==> config.mk <==
export PLATFORM = sky130hd
export DESIGN_NAME = adsr_env
export DESIGN_NICKNAME = d
export VERILOG_FILES = /design/src/rtl/adsr_env.sv
export SDC_FILE = /design/constraint.sdc
export NUM_CORES = 1
export LEC_CHECK = 0
export ABC_AREA = 1
export BUFFER_PORTS_ARGS = -buffer_cell sky130_fd_sc_hd__buf_4
export CAP_MARGIN = 30
export CORE_ASPECT_RATIO = 0.75
export CORE_MARGIN = 2
export CORE_UTILIZATION = 55
export CTS_BUF_LIST = sky130_fd_sc_hd__clkbuf_2 sky130_fd_sc_hd__clkbuf_4 sky130_fd_sc_hd__clkbuf_8
export CTS_CLUSTER_DIAMETER = 80
export CTS_CLUSTER_SIZE = 30
export DETAILED_ROUTE_END_ITERATION = 7
export PLACE_DENSITY_LB_ADDON = 0.08
export SYNTH_ARGS = -nofsm -noshare
export SYNTH_HDL_FRONTEND = slang
export SYNTH_SLANG_ARGS = --single-unit
==> constraint.sdc <==
create_clock -name clk -period 4.6 [get_ports clk]
set_input_delay 1.15 -clock clk [delete_from_list [all_inputs] [get_ports clk]]
set_output_delay 1.15 -clock clk [all_outputs]
set_load 0.05 [all_outputs]
==> src/rtl/adsr_env.sv <==
module adsr_env #(
  parameter int PRESC_W = 15
) (
  input  logic       clk,
  input  logic       rst,
  input  logic       wr_en,
  input  logic [1:0] wr_sel,
  input  logic [7:0] wr_data,
  output logic [7:0] level
);
  localparam logic [1:0] ST_ATK = 2'd0;
  localparam logic [1:0] ST_DEC = 2'd1;
  localparam logic [1:0] ST_REL = 2'd2;
  localparam int XW = 5;

  function automatic logic [PRESC_W-1:0] rate_of(input logic [3:0] code);
    case (code)
      4'd0:    rate_of = PRESC_W'(9);
      4'd1:    rate_of = PRESC_W'(32);
      4'd2:    rate_of = PRESC_W'(63);
      4'd3:    rate_of = PRESC_W'(95);
      4'd4:    rate_of = PRESC_W'(149);
      4'd5:    rate_of = PRESC_W'(220);
      4'd6:    rate_of = PRESC_W'(267);
      4'd7:    rate_of = PRESC_W'(313);
      4'd8:    rate_of = PRESC_W'(392);
      4'd9:    rate_of = PRESC_W'(977);
      4'd10:   rate_of = PRESC_W'(1954);
      4'd11:   rate_of = PRESC_W'(3126);
      4'd12:   rate_of = PRESC_W'(3907);
      4'd13:   rate_of = PRESC_W'(11720);
      4'd14:   rate_of = PRESC_W'(19532);
      default: rate_of = PRESC_W'(31251);
    endcase
  endfunction

  logic [1:0]         st, st_n;
  logic [7:0]         lvl, lvl_n;
  logic [3:0]         atk, atk_n, dcy, dcy_n, sus, sus_n, rel, rel_n;
  logic               gate, gate_n, frz, frz_n;
  logic [PRESC_W-1:0] pre, pre_n, per, per_n;
  logic [PRESC_W:0]   pre_inc;
  logic [XW-1:0]      xcnt, xcnt_n, xper, xper_n, xinc;

  assign pre_inc = {1'b0, pre} + 1'b1;
  assign xinc    = xcnt + 1'b1;
  assign level   = lvl;

  always_comb begin
    st_n = st; lvl_n = lvl; atk_n = atk; dcy_n = dcy; sus_n = sus; rel_n = rel;
    gate_n = gate; frz_n = frz; per_n = per; xcnt_n = xcnt; xper_n = xper;

    if (wr_en) begin
      case (wr_sel)
        2'd0: begin
          if (!gate && wr_data[0]) begin
            st_n = ST_ATK; per_n = rate_of(atk); frz_n = 1'b0;
          end else if (gate && !wr_data[0]) begin
            st_n = ST_REL; per_n = rate_of(rel);
          end
          gate_n = wr_data[0];
        end
        2'd1: begin
          atk_n = wr_data[7:4]; dcy_n = wr_data[3:0];
          if (st == ST_ATK)      per_n = rate_of(wr_data[7:4]);
          else if (st == ST_DEC) per_n = rate_of(wr_data[3:0]);
        end
        2'd2: begin
          sus_n = wr_data[7:4]; rel_n = wr_data[3:0];
          if (st == ST_REL) per_n = rate_of(wr_data[3:0]);
        end
        default: ;
      endcase
    end

    pre_n = pre_inc[PRESC_W] ? PRESC_W'(1) : pre_inc[PRESC_W-1:0];

    if (pre_n == per_n) begin
      pre_n = '0;
      if (st_n == ST_ATK || xinc == xper) begin
        xcnt_n = '0;
        if (!frz_n) begin
          case (st_n)
            ST_ATK: begin
              lvl_n = lvl + 8'd1;
              if (lvl_n == 8'hFF) begin
                st_n = ST_DEC; per_n = rate_of(dcy_n);
              end
            end
            ST_DEC:  if (lvl != {sus_n, sus_n}) lvl_n = lvl - 8'd1;
            default: lvl_n = lvl - 8'd1;
          endcase
          case (lvl_n)
            8'hFF: xper_n = XW'(1);
            8'h5D: xper_n = XW'(2);
            8'h36: xper_n = XW'(4);
            8'h1A: xper_n = XW'(8);
            8'h0E: xper_n = XW'(16);
            8'h06: xper_n = XW'(30);
            8'h00: begin xper_n = XW'(1); frz_n = 1'b1; end
            default: ;
          endcase
        end
      end else begin
        xcnt_n = xinc;
      end
    end
  end

  always_ff @(posedge clk) begin
    if (rst) begin
      st <= ST_REL; lvl <= '0; atk <= '0; dcy <= '0; sus <= '0; rel <= '0;
      gate <= 1'b0; frz <= 1'b1; pre <= '0; per <= rate_of(4'd0);
      xcnt <= '0; xper <= XW'(1);
    end else begin
      st <= st_n; lvl <= lvl_n; atk <= atk_n; dcy <= dcy_n; sus <= sus_n; rel <= rel_n;
      gate <= gate_n; frz <= frz_n; pre <= pre_n; per <= per_n;
      xcnt <= xcnt_n; xper <= xper_n;
    end
  end
endmodule


[Yosys cells after proc, flatten, opt, wreduce, memory -nomap -nowiden]
Memories as Yosys holds them, arrays and structs flattened. A register that Yosys moved wholly into a read port is not among the register bits.
Cells that the tools add are included.
W data, S select, Z words.
Cells by class
  add/subtract/negate cells: 4
  multiplexer cells: 44
  magnitude comparators: 0
  bitwise gates (word level): 1
  equal/unequal tests: 15
  reductions and logical operators: 17
  multipliers: 0
  div/mod/pow operators: 0
  shifts and indexed selects: 0
Operator list (count)
  $mux W15: 12
  $pmux W15 S3: 1
  $mux W4: 8
  $mux W8: 4
  $pmux W5 S6: 1
  $mux W2: 9
  $add A15 B1 Y16 const B: 1
  $eq A8 B8 Y1 const B: 2
  $pmux W8 S2: 1
  $eq A15 B15 Y1: 1
  $add A8 B1 Y8 const B: 1
  $eq A8 B3 Y1 const B: 1
  $eq A8 B4 Y1 const B: 1
  $eq A8 B5 Y1 const B: 1
  $eq A8 B6 Y1 const B: 1
  $eq A8 B7 Y1 const B: 1
  $logic_not A8 Y1: 1
  $ne A8 B8 Y1: 1
  $sub A8 B1 Y8 const B: 1
  $mux W1: 7
  $eq A2 B1 Y1 const B: 3
  $logic_not A2 Y1: 3
  $reduce_and A2 Y1: 3
  $reduce_bool A6 Y1: 1
  other kinds (11): 15
Word-level totals
  memories: 6
  output and inout bits: 8
  bits of input ports: 13
  logic and storage cells: 99
  latch bits: 0
  bits in writable memories: 0
  register bits after elaboration: 68
  bits in read-only memories: 1440
Memories
  (no name shown): words 16, width 15, rd ports 1, clocked after Yosys merged registers in 1, write ports 0, RTL line 17  | case (code)
  (no name shown): words 16, width 15, rd ports 1, clocked after Yosys merged registers in 1, write ports 0, RTL line 17
  (no name shown): words 16, width 15, rd ports 1, clocked after Yosys merged registers in 0, write ports 0, RTL line 17
  (no name shown): words 16, width 15, rd ports 1, clocked after Yosys merged registers in 0, write ports 0, RTL line 17
  (no name shown): words 16, width 15, rd ports 1, clocked after Yosys merged registers in 0, write ports 0, RTL line 17
  (no name shown): words 16, width 15, rd ports 1, clocked after Yosys merged registers in 0, write ports 0, RTL line 17

[Logic depth before layout (Yosys ltp)]
  depth after elaboration: 16
  depth in mapped cells: 23

[Worst setup path before layout]
Ideal clock, no wire load.
  kind: input-to-reg
  from: input wr_sel[1]
  to: register per[8]
  stages on the path: 18
  required time: 4.530 ns
  buffers on the path: 2
  data arrival time: 3.564 ns
  library setup time: 0.070 ns
  path slack: 0.965 ns
  cells stage by stage: buf_4 inv_2 nand2_2 buf_6 nor2_4 inv_2 o21ai_0 inv_1 ha_1 nor2_1 o21ai_1 a21oi_1 o21ai_1 o21ai_0 nand2_1 o21ai_0 nand3_1 a21oi_1
Between the ends
  word-level cells in the longest chain between the ends: 9
  elaborated cells on any way between the ends: 20
  classes of those cells: eq/ne (3); mux (13); reduce/logical (3); memory (1)
RTL lines
  start: declaration: RTL line 7  | input logic [1:0] wr_sel,
  $eq A2 B1 Y1: RTL line 54  | case (wr_sel)
  $mux W4: RTL line 54
  $mux W4: RTL line 53  | if (wr_en) begin
  net dcy_n[0]: RTL line 39  | logic [3:0] atk, atk_n, dcy, dcy_n, sus, sus_n, rel, rel_n;
  $mem_v2 Z16 W15
  $mux W15: RTL line 86  | if (lvl_n == 8'hFF) begin
  $mux W15: RTL line 83  | case (st_n)
  $mux W15: RTL line 82  | if (!frz_n) begin
  $mux W15: RTL line 80  | if (st_n == ST_ATK || xinc == xper) begin
  $mux W15: RTL line 78  | if (pre_n == per_n) begin
  end signal: assignment: RTL line 117  | gate <= gate_n; frz <= frz_n; pre <= pre_n; per <= per_n;
  end: declaration: RTL line 41  | logic [PRESC_W-1:0] pre, pre_n, per, per_n;
The timed path passes the listed nets, and every way through them passes these cells.
A chain may end at the register's enable or synchronous reset.

[Worst setup path in the final report]
  from: input wr_data[5]
  to: register pre[1]
Between the ends
  word-level cells in the longest chain between the ends: 6
RTL lines
  start: declaration: RTL line 8  | input logic [7:0] wr_data,
  $mem_v2 Z16 W15
  $mux W15: RTL line 65  | if (st == ST_ATK) per_n = rate_of(wr_data[7:4]);
  $pmux W15 S3: RTL line 54
  $mux W15: RTL line 53
  $eq A15 B15 Y1: RTL line 78
  $reduce_or A2 Y1 (no line)
  end signal: assignment: RTL line 117
  end: declaration: RTL line 41
No other way between the ends.

==> results.json <==
{
  "status": "completed",
  "cts_sinks": 98,
  "rsz0062_at_grt": "no",
  "ios": 21,
  "hold_class": "reg2reg",
  "required_ps": 4880,
  "ys_ff_latch": 98,
  "post_cts_resize_count": 0,
  "syn_nets": 1320,
  "setup_tns_ps": 0,
  "synthMuxAreaShare": 0,
  "post-route-period-util": 0.803,
  "hold_viol": 0,
  "drv_cap": 0,
  "p_leak_nw": 3.96,
  "die_x_um": 142,
  "tightest_slew_ps": 809,
  "finalCriticalPeriod_ps": 3690,
  "vias": 8128,
  "postCtsHoldBufs": 0,
  "crit_fanout": 15,
  "synth.avg_cell_area_um2": 6.31,
  "finalNetCount": 1323,
  "fin_total_pwr_w": 0.00200,
  "core_area_um2": 13800,
  "dr.pass1.iters": 6,
  "p_int_w": 0.00133,
  "die-area_um2": 15300,
  "cts_tree": "yes",
  "antenna_cells": 0,
  "final_cell_mix": "nand2_1, nor2_1, nand3_1",
  "r2r-start": "st[1]",
  "syn2layout_area_growth_pct": 5.87,
  "cts_root_buffer": "clkbuf_8",
  "path_class": "in2reg",
  "vdd.ir_drop.worst_v": 0.000145,
  "grt_first_pass_wirelength_um": 36600,
  "final_common_cell": "nand2_1",
  "grt_start_max_net_pins": 30,
  "power.share.combinational": 0.224,
  "clockPowerShare": 0.324,
  "cts_made_buffers": 9,
  "synth_xor_area_frac": 0.0211,
  "clk_pin_slew_ps": 100,
  "grt_pass1_vias": 6983,
  "antenna_found_initial": 0,
  "sequentialPowerShare": 0.452,
  "routed_wl_um": 23200,
  "port_buffers": 20,
  "fin_util": 0.603,
  "drc": 0,
  "drv_slew": 0,
  "avgRoutedWirePerCell_um": 16.2,
  "clock_tree.buffer_depth": 2,
  "gp_congestion": 1.00,
  "synth_area_um2": 7890,
  "netlist_instances": 1250,
  "synthAdderAreaFrac": 0.0904,
  "seq_area_frac_synth": 0.249,
  "cp-startpoint": "wr_data[5]",
  "instances_no_fill": 1433,
  "hp-start": "sus[0]",
  "endpoint_kind": "flip-flop",
  "viasPerCell": 5.67,
  "clk_latency_ps": 410,
  "dieHeight_um": 108,
  "rows": 37,
  "postCtsSetupBuffers": 0,
  "fin_skew_ps": 19.4,
  "h-tree-depth": 3,
  "synth-simple-area-share": 0.395,
  "initial_utilization": 0.570,
  "start_kind": "input pin",
  "grt.total_usage": 0.307,
  "hpwl_um": 17800,
  "synthArstFlopShare": 0,
  "cp.arrival_ps": 3970,
  "antenna_left": 0,
  "synth-warning-count": 0,
  "synth_compound_area_frac": 0.151,
  "power_switching_share": 0.333,
  "yosys_most_used_dff": "dfxtp_1",
  "synth_top_family_by_area": "simple AND/OR/NAND/NOR gates",
  "post-place-cells": 1417,
  "setup_viol": 0,
  "fmax_mhz": 271,
  "drt_iter0_drc": 813,
  "grt-ovfl-total": 0,
  "drive_above_1_share": 0.103,
  "power.density_nw_per_um2": 239,
  "relSlewSlack": 0.459,
  "synth.distinct_cells": 51,
  "p_sw_w": 0.000665,
  "synth_edf_count": 0
}
-- stage by stage --
stage          instance area [um2]  hold slack, ps  setup WS (ps)
3_3_place_gp                  8130             469            657
5_1_grt                       8350             519            624
6_report                      8350             484            907
4_1_cts                       8350             491           1030
2_1_floorplan                 7890             443            965
3_5_place_dp                  8130             475            596
-- logic make-up (layout without fill, tap and decap cells) --
| logic type | Yosys count | count (layout) |
|---|---|---|
| xor gates and xnor gates | 19 | 19 |
| and+or+nand+nor | 686 | 686 |
| DFF | 98 | 98 |
| buffers and inverters | 178 | 186 |
| AOI/OAI and AO/OA | 212 | 212 |
| adders and majority gates | 57 | 57 |
-- power by group through the flow --
stage	Combinational [W]	Sequential (W)	Clock [W]
floorplan	0.000324	0.000913	0
global placement	0.000433	0.000922	0
detailed placement	0.000434	0.000923	0
CTS	0.000438	0.000903	0.000658
global route	0.000500	0.000907	0.000690
finish	0.000448	0.000904	0.000647
-- synth_stat cells (16+ instances only) --
master | number | area, um2
dfxtp_1 | 98 | 1960
inv_2 | 20 | 75.1
o21ai_0 | 82 | 410
ha_1 | 57 | 713
nand2_1 | 305 | 1140
nand4_1 | 28 | 175
a21oi_1 | 62 | 310
xor2_1 | 17 | 149
nor2_1 | 155 | 582
inv_1 | 115 | 432
o21ai_1 | 16 | 80.1
nand3_1 | 117 | 586
buf_2 | 16 | 80.1
-- per-layer routing --
metal,track usage,wire length (um),vias up,part of all wire
li1,-,-,4100,-
met1,0.480,11800,3682,0.51
met2,0.426,9030,310,0.39
met3,0.0596,1930,36,0.084
met4,0.0664,407,0,0.018
met5,0,0,-,0
-- final timing paths --
kind	endpoint	slack (ps)	cells past startpoint
worst max-delay path	pre[1]	910	18
worst min-delay path	sus[0]	480	2
worst max register to register	pre[1]	1100	15
worst min register to register	sus[0]	480	2
-- final cells by class --
type | count | area [um2]
fillers | 1374 | 5490
multi-input cells | 974 | 5190
flip-flops and latches | 98 | 1960
inverters | 139 | 522
repair buffers | 31 | 233
well taps | 175 | 219
clock buffers | 9 | 124
clock inverters | 7 | 100
-- worst max-delay path: stages --
cell and delay [ps]:
buf_4 150, inv_1 180, ha_1 240, inv_1 50, nand2_1 50, a21oi_1 50
o21ai_0 470, nand3_1 150, nand2_1 140, nand2_1 90, nand2_1 70, nand2_1 70
nor2_1 110, nand3_1 110, nor2_4 150, nand2_1 190, nand2_1 450, nor2_1 80
Note: power is estimated with default switching activity, not from simulation.
